File: src/rtl/inval_pkg.sv
package inval_pkg;
  // outcome of the remote update port in one cycle
  typedef enum logic [1:0] {
    WR_IDLE     = 2'd0,
    WR_SUPPRESS = 2'd1,
    WR_ISSUE    = 2'd2
  } wr_outcome_e;
endpackage

File: src/rtl/inval_status_bits.sv
module inval_status_bits #(
  parameter int N_BLOCKS = 1024,
  parameter int IDX_W    = $clog2(N_BLOCKS)
) (
  input  logic             clk,
  input  logic             rst,
  input  logic             set_en,
  input  logic [IDX_W-1:0] set_idx,
  input  logic             clr_en,
  input  logic [IDX_W-1:0] clr_idx,
  input  logic [IDX_W-1:0] look_idx,
  output logic             look_bit
);
  logic [N_BLOCKS-1:0] flags;

  // one flop per block; a set in the same cycle wins over a clear
  for (genvar g = 0; g < N_BLOCKS; g++) begin : g_flag
    always_ff @(posedge clk) begin
      if (rst)
        flags[g] <= 1'b0;
      else if (set_en && set_idx == IDX_W'(g))
        flags[g] <= 1'b1;
      else if (clr_en && clr_idx == IDX_W'(g))
        flags[g] <= 1'b0;
    end
  end

  assign look_bit = flags[look_idx];
endmodule

File: src/rtl/inval_req_slot.sv
module inval_req_slot #(
  parameter int IDX_W = 10
) (
  input  logic             clk,
  input  logic             rst,
  input  logic             issue,
  input  logic [IDX_W-1:0] issue_idx,
  input  logic             rd_valid,
  input  logic [IDX_W-1:0] rd_idx,
  input  logic             req_ready,
  output logic             req_valid,
  output logic [IDX_W-1:0] req_idx,
  output logic             clear_flag
);
  logic reread;

  always_ff @(posedge clk) begin
    if (rst) begin
      req_valid <= 1'b0;
      req_idx   <= '0;
      reread    <= 1'b0;
    end else if (issue) begin
      req_valid <= 1'b1;
      req_idx   <= issue_idx;
      reread    <= rd_valid && (rd_idx == issue_idx);
    end else if (req_valid && req_ready) begin
      req_valid <= 1'b0;
      reread    <= 1'b0;
    end else if (req_valid && rd_valid && rd_idx == req_idx) begin
      reread    <= 1'b1;
    end
  end

  // a read that followed the update keeps the block marked as cached
  assign clear_flag = req_valid && req_ready && !reread;
endmodule

File: src/rtl/inval_sup_counter.sv
module inval_sup_counter #(
  parameter int CNT_W = 16
) (
  input  logic             clk,
  input  logic             rst,
  input  logic             bump,
  output logic [CNT_W-1:0] count
);
  localparam logic [CNT_W-1:0] CEIL = '1;

  always_ff @(posedge clk) begin
    if (rst)
      count <= '0;
    else if (bump && count != CEIL)
      count <= count + 1'b1;
  end
endmodule

File: src/rtl/inval_filter.sv
module inval_filter
  import inval_pkg::*;
#(
  parameter int N_BLOCKS = 1024,
  parameter int CNT_W    = 16,
  localparam int IDX_W   = $clog2(N_BLOCKS)
) (
  input  logic             clk,
  input  logic             rst,
  input  logic             rd_valid,
  input  logic [IDX_W-1:0] rd_blk,
  input  logic             wr_valid,
  input  logic [IDX_W-1:0] wr_blk,
  output logic             wr_ready,
  output logic             inv_valid,
  output logic [IDX_W-1:0] inv_blk,
  input  logic             inv_ready,
  output logic [CNT_W-1:0] sup_count
);
  logic        cached;
  logic        clear_flag;
  wr_outcome_e outcome;

  assign wr_ready = !inv_valid;

  always_comb begin
    if (!(wr_valid && wr_ready))
      outcome = WR_IDLE;
    else if (cached)
      outcome = WR_ISSUE;
    else
      outcome = WR_SUPPRESS;
  end

  inval_status_bits #(.N_BLOCKS(N_BLOCKS), .IDX_W(IDX_W)) u_bits (
    .clk      (clk),
    .rst      (rst),
    .set_en   (rd_valid),
    .set_idx  (rd_blk),
    .clr_en   (clear_flag),
    .clr_idx  (inv_blk),
    .look_idx (wr_blk),
    .look_bit (cached)
  );

  inval_req_slot #(.IDX_W(IDX_W)) u_slot (
    .clk        (clk),
    .rst        (rst),
    .issue      (outcome == WR_ISSUE),
    .issue_idx  (wr_blk),
    .rd_valid   (rd_valid),
    .rd_idx     (rd_blk),
    .req_ready  (inv_ready),
    .req_valid  (inv_valid),
    .req_idx    (inv_blk),
    .clear_flag (clear_flag)
  );

  inval_sup_counter #(.CNT_W(CNT_W)) u_cnt (
    .clk   (clk),
    .rst   (rst),
    .bump  (outcome == WR_SUPPRESS),
    .count (sup_count)
  );
endmodule

File: config.mk
export PLATFORM = sky130hd
export DESIGN_NAME = inval_filter
export DESIGN_NICKNAME = d
export VERILOG_FILES = /design/src/rtl/inval_pkg.sv /design/src/rtl/inval_status_bits.sv /design/src/rtl/inval_req_slot.sv /design/src/rtl/inval_sup_counter.sv /design/src/rtl/inval_filter.sv
export SDC_FILE = /design/constraint.sdc
export NUM_CORES = 2
export LEC_CHECK = 0
export BUFFER_PORTS_ARGS = -buffer_cell sky130_fd_sc_hd__buf_2
export CORE_MARGIN = 3
export CORE_UTILIZATION = 25
export CTS_CLUSTER_DIAMETER = 40
export CTS_CLUSTER_SIZE = 40
export DETAILED_ROUTE_END_ITERATION = 7
export GPL_TIMING_DRIVEN = 0
export PLACE_DENSITY = 0.34
export SLEW_MARGIN = 20
export SYNTH_ARGS = -nofsm -noshare
export SYNTH_HDL_FRONTEND = slang
export SYNTH_SLANG_ARGS = --single-unit
File: constraint.sdc
create_clock -name clk -period 9.4 [get_ports clk]
set_clock_uncertainty 0.15 [all_clocks]
set_input_delay 0.47 -clock clk [delete_from_list [all_inputs] [get_ports clk]]
set_output_delay 0.47 -clock clk [all_outputs]
set_load 0.02 [all_outputs]
==> impl.org <==
** Status
- Outcome :: finished, final reports clean

** Clocking
- Clock latency of the later-clocked register in the worst-skew pair :: 880 ps
- Worst-path clk slew :: 50 ps
- Buffer depth of the longest clock path :: 3
- Counting the buffers created by CTS gives 234.
- TritonCTS built the clock tree.
- The clock net in this run drives a total of 1052 sinks.
- The cell sitting at the root of the clock tree is a clkbuf_16.
- Post-CTS Setup Inserts :: 0
- Once the clock tree was built, the resizer swapped 0 gates to a different size.
- The H-tree was split into 4 levels.

** Yosys
- Counting flops with a built-in enable in the synthesized netlist gives 0.
- Cell type with the highest aggregate area in the netlist :: dfxtp_1
- Most frequent cells after synthesis :: 1358 x nand2_1, 1066 x a21oi_1, 1052 x dfxtp_1
- Sequential share of the synthesized area :: 43.21%
- Synthesized area per cell :: 8.040 µm²
- Share of cell area taken by muxes after synthesis :: 13.04%
- The mapped netlist covers 48740 µm².
- Of the total synthesized cell area, the portion taken by XOR and XNOR cells is 0.4133%.
- After synthesis, the share of flip-flops with an asynchronous set or reset is 0%.
- Main combinational cell family by area after synthesis :: compound AO/OA/AOI/OAI gates
- Synthesis inferred 1052 register bits.
- The most used flip-flop cell after synthesis is dfxtp_1.
- The synthesized design devotes to its leading area cell type 43.21% of total area.
- Post-synth net total :: 6088
- Post-synthesis share of cell area spent on and, or, nand and nor gates :: 15.22%
- By area the synthesized netlist is led by dfxtp_1 43%, a21oi_1 11%, o21ai_0 11%.
- Total number of yosys warnings :: 0
- Leading cell type by number of instances after synthesis :: nand2_1
- Synth Instances :: 6062
- Synthesized-area fraction occupied by adder cells :: 0.02567%
- Compound-Gate Fraction of Synth Area :: 23.57%
- Library cells used by synthesis :: 61

** Setup path
- CP Max Fanout :: 10
- Reg-to-reg slack, setup :: 4480 ps
- Endpoint arrival time on the critical path :: 7340 ps
- The critical path contains buffers and inverters numbering 7 combined.
- The slowest stage of the critical path belongs to the cell buf_2.
- Sort of element at the end of the critical path :: flip-flop
- STA classifies the critical path startpoint as a primary input.
- CP Class :: in -> reg
- STA puts the critical path data required time at 9980 ps.
- Category of cells accounting for the largest share of critical-path delay :: buffers and inverters
- Walking the worst path, the cells encountered are buf_2 > buf_2 > buf_4 > buf_2 > buf_2 > mux4_2 > a22oi_1 > nand2_1 > a311oi_1 > o32ai_1 > nor3_2 > nand2_2 > buf_6 > buf_2 > o31ai_1 > a21oi_1.
- Largest stage delay, worst path :: 890 ps
- Among the stages of the critical path, the cell type that occurs most often is buf_2.

** Global routing
- The number of antenna violations at the first check in global routing was 62.
- Global Route Usage Sum :: 36.64%
- Entering global routing, the biggest net connects 18 pins.
- The number of global-route vias before repair was 51007.
- The total overflow left after global routing is 0.
- The first global-routing pass estimated 489400 µm of wire.

** Floorplan
- Once the floorplan was initialized, standard cells occupied 25.23% of the core.
- The floorplan step defined a die boundary enclosing 200300 µm².
- The floorplan has 161 rows.
- Die width :: 447.5 µm
- In this run the vertical extent of the chip is 447.5 µm.
- Top-level port count :: 53
- The region available for standard cell placement spans 193200 µm².

** STA
- Peak Freq :: 0.1479 GHz
- Worst max-slew margin expressed relative to the limit :: 11.77%
- Transition time of the tightest slew-check pin :: 1319 ps
- Pins over their slew limit :: 0
- Unrepaired setup endpoints after global routing :: false
- The final hold violation count came to 0.
- Final critical path time including I/O delays and setup :: 6764 ps
- TNS Setup :: 0 ps
- Post-layout worst setup margin :: 2636 ps
- Setup violation total in the final timing report :: 0
- Final critical-path share of the clock period :: 71.95%

** Routing
- The first detailed-routing pass ran for 6 iterations.
- Dividing the detail-routed wire length by the instance count gives 41.06 µm.
- For this block, the initial DRC count from the detailed router was 7390.
- The detail route stage leaves a number of antenna-violating nets equal to 0.
- For this block, the via count after detailed routing is 54442.
- For this run, design rule violations remaining after detail routing come to 0.
- In the routed layout, each cell is associated on average with a via count of 5.937.
- After detailed routing, the total wire length is 376500 µm.

** Placed design
- Weighted congestion at the end of routability-driven global placement :: 0.9925
- HPWL after detailed placement :: 279900 µm
- Worst slack after detailed placement :: 1886 ps
- Buffers placed on the I/O ports in this run total 40.

** Worst hold path
- In this run the worst hold path is classified as in -> reg.

** Final layout
- The final layout contains 6447 nets.
- Area added between synthesis and finish :: 28.28%
- The post-route netlist has 14.75% of its cells at a drive strength greater than 1.

** Pwr
- IR analysis of the VDD net gives a maximum drop of 0.1810 mV.
- Leakage component of the power :: 0.01996 µW
- Power spread over the standard cell area amounts to 232.2 nW/µm².

** Run
- The tool flagged a number of max-cap violations equal to 0.
[per-stage QoR]
| step | power [µW] | cells | hold WS, ps | instance area, µm² | utilization (%) |
|---|---|---|---|---|---|
| 6_report | 14510 | 9170 | 105.5 | 62520 | 32.36 |
| 3_3_place_gp | 5592 | 8628 | 305.8 | 52100 | 26.97 |
| 4_1_cts | 14470 | 9151 | 74.82 | 62460 | 32.33 |
| 3_5_place_dp | 5653 | 8705 | 313.9 | 53950 | 27.93 |
| 2_1_floorplan | 4943 | 6062 | 300.1 | 48740 | - |
| 5_1_grt | 14720 | 9151 | 155.8 | 62470 | 32.34 |
[placed cells by master (no fill, tap or decap), drive strengths merged, types with 3 or more instances in the layout]
cell type | Yosys | routed
xnor2 | 13 | 13
or4 | 6 | 6
nand4 | 18 | 18
mux2i | 131 | 131
buf | 89 | 206
diode | 0 | 19
nor3 | 25 | 25
a21o | 3 | 3
dfxtp | 1052 | 1052
xor2 | 10 | 10
nand3 | 41 | 41
a221oi | 8 | 8
inv | 6 | 14
nor2 | 325 | 325
o22ai | 13 | 13
a22oi | 49 | 49
a31oi | 5 | 5
clkbuf | 432 | 742
nor2b | 32 | 32
a211oi | 8 | 8
nor4 | 8 | 8
clkinvlp | 0 | 25
mux4 | 216 | 216
clkinv | 0 | 61
bufinv | 0 | 36
o211ai | 3 | 3
dlygate4sd3 | 0 | 6
and2 | 7 | 7
o31ai | 7 | 7
and3 | 4 | 4
o21ai | 1043 | 1043
nand2b | 18 | 18
o311ai | 3 | 3
nand2 | 1359 | 1359
mux2 | 16 | 16
a22o | 10 | 10
a21oi | 1066 | 1066
or3 | 9 | 9
[path summary, 6_finish.rpt]
| check | startpoint | to | cells after the start |
|---|---|---|---|
| setup / recovery | wr_blk[2] | u_cnt.count[5]$_SDFFE_PP0P_ | 16 |
| hold / removal | rd_valid | u_slot.reread$_SDFFE_PP0P_ | 6 |
| setup reg to reg | u_bits.flags[325]$_SDFFE_PP0P_ | u_cnt.count[1]$_SDFFE_PP0P_ | 13 |
| hold reg to reg | u_bits.flags[74]$_SDFFE_PP0P_ | u_bits.flags[74]$_SDFFE_PP0P_ | 2 |
[what timing repair did]
item	CTS	global route
hold buffers	6	0
endpoints found under the setup margin	0	0
endpoints found under the hold margin	5	0
[state kept, by name (all words and copies together), names as in the netlist]
signal / count
u_slot.req_idx: 10
u_slot.req_valid: 1
u_slot.reread: 1
u_cnt.count: 16
u_bits.flags: 1024
[final cells by class]
type	count	area (µm²)
plain buffers	521	2312
well taps	2526	3161
flip-flops and latches	1052	21060
inverters	6	22.52
clock inverters	130	1847
repair buffers	123	1795
multi-input cells	4483	25670
diodes	19	47.55
clock buffers	310	6604
fillers	20608	130700
[power by group]
group	internal (µW)	switching, µW	total (µW)
registers	4480	7.68	4480
clock network	5900	2990	8890
logic	201	943	1140
total	10600	3940	14500
[worst reg2reg max path, delay by kind of cell (launching register included)]
kind                   cells  cell delay [ps]
AND/OR/NAND/NOR            5             1560
buffers and inverters      2              450
AO/OA/AOI/OAI              4             2000
multiplexers               2              290
flip-flops                 1              330
[kinds of logic (layout without fill, tap and decap cells)]
logic type | Yosys count | count (layout)
XOR/XNOR | 23 | 23
buffers and inverters | 527 | 1090
AO/OA/AOI/OAI | 2230 | 2230
multiplexers | 363 | 363
adder cells (fa/ha/maj) | 1 | 1
other | 0 | 19
AND/OR/NAND/NOR | 1866 | 1866
flip-flops | 1052 | 1052
[per-layer routing]
layer	global-route usage (%)	vias up	wire length [µm]
li1	-	22163	-
met1	47.96	27927	154700
met2	53.08	3411	157100
met3	10.07	919	37500
met4	22.89	22	27060
met5	0	-	142
(Power assumes the default switching activity.)
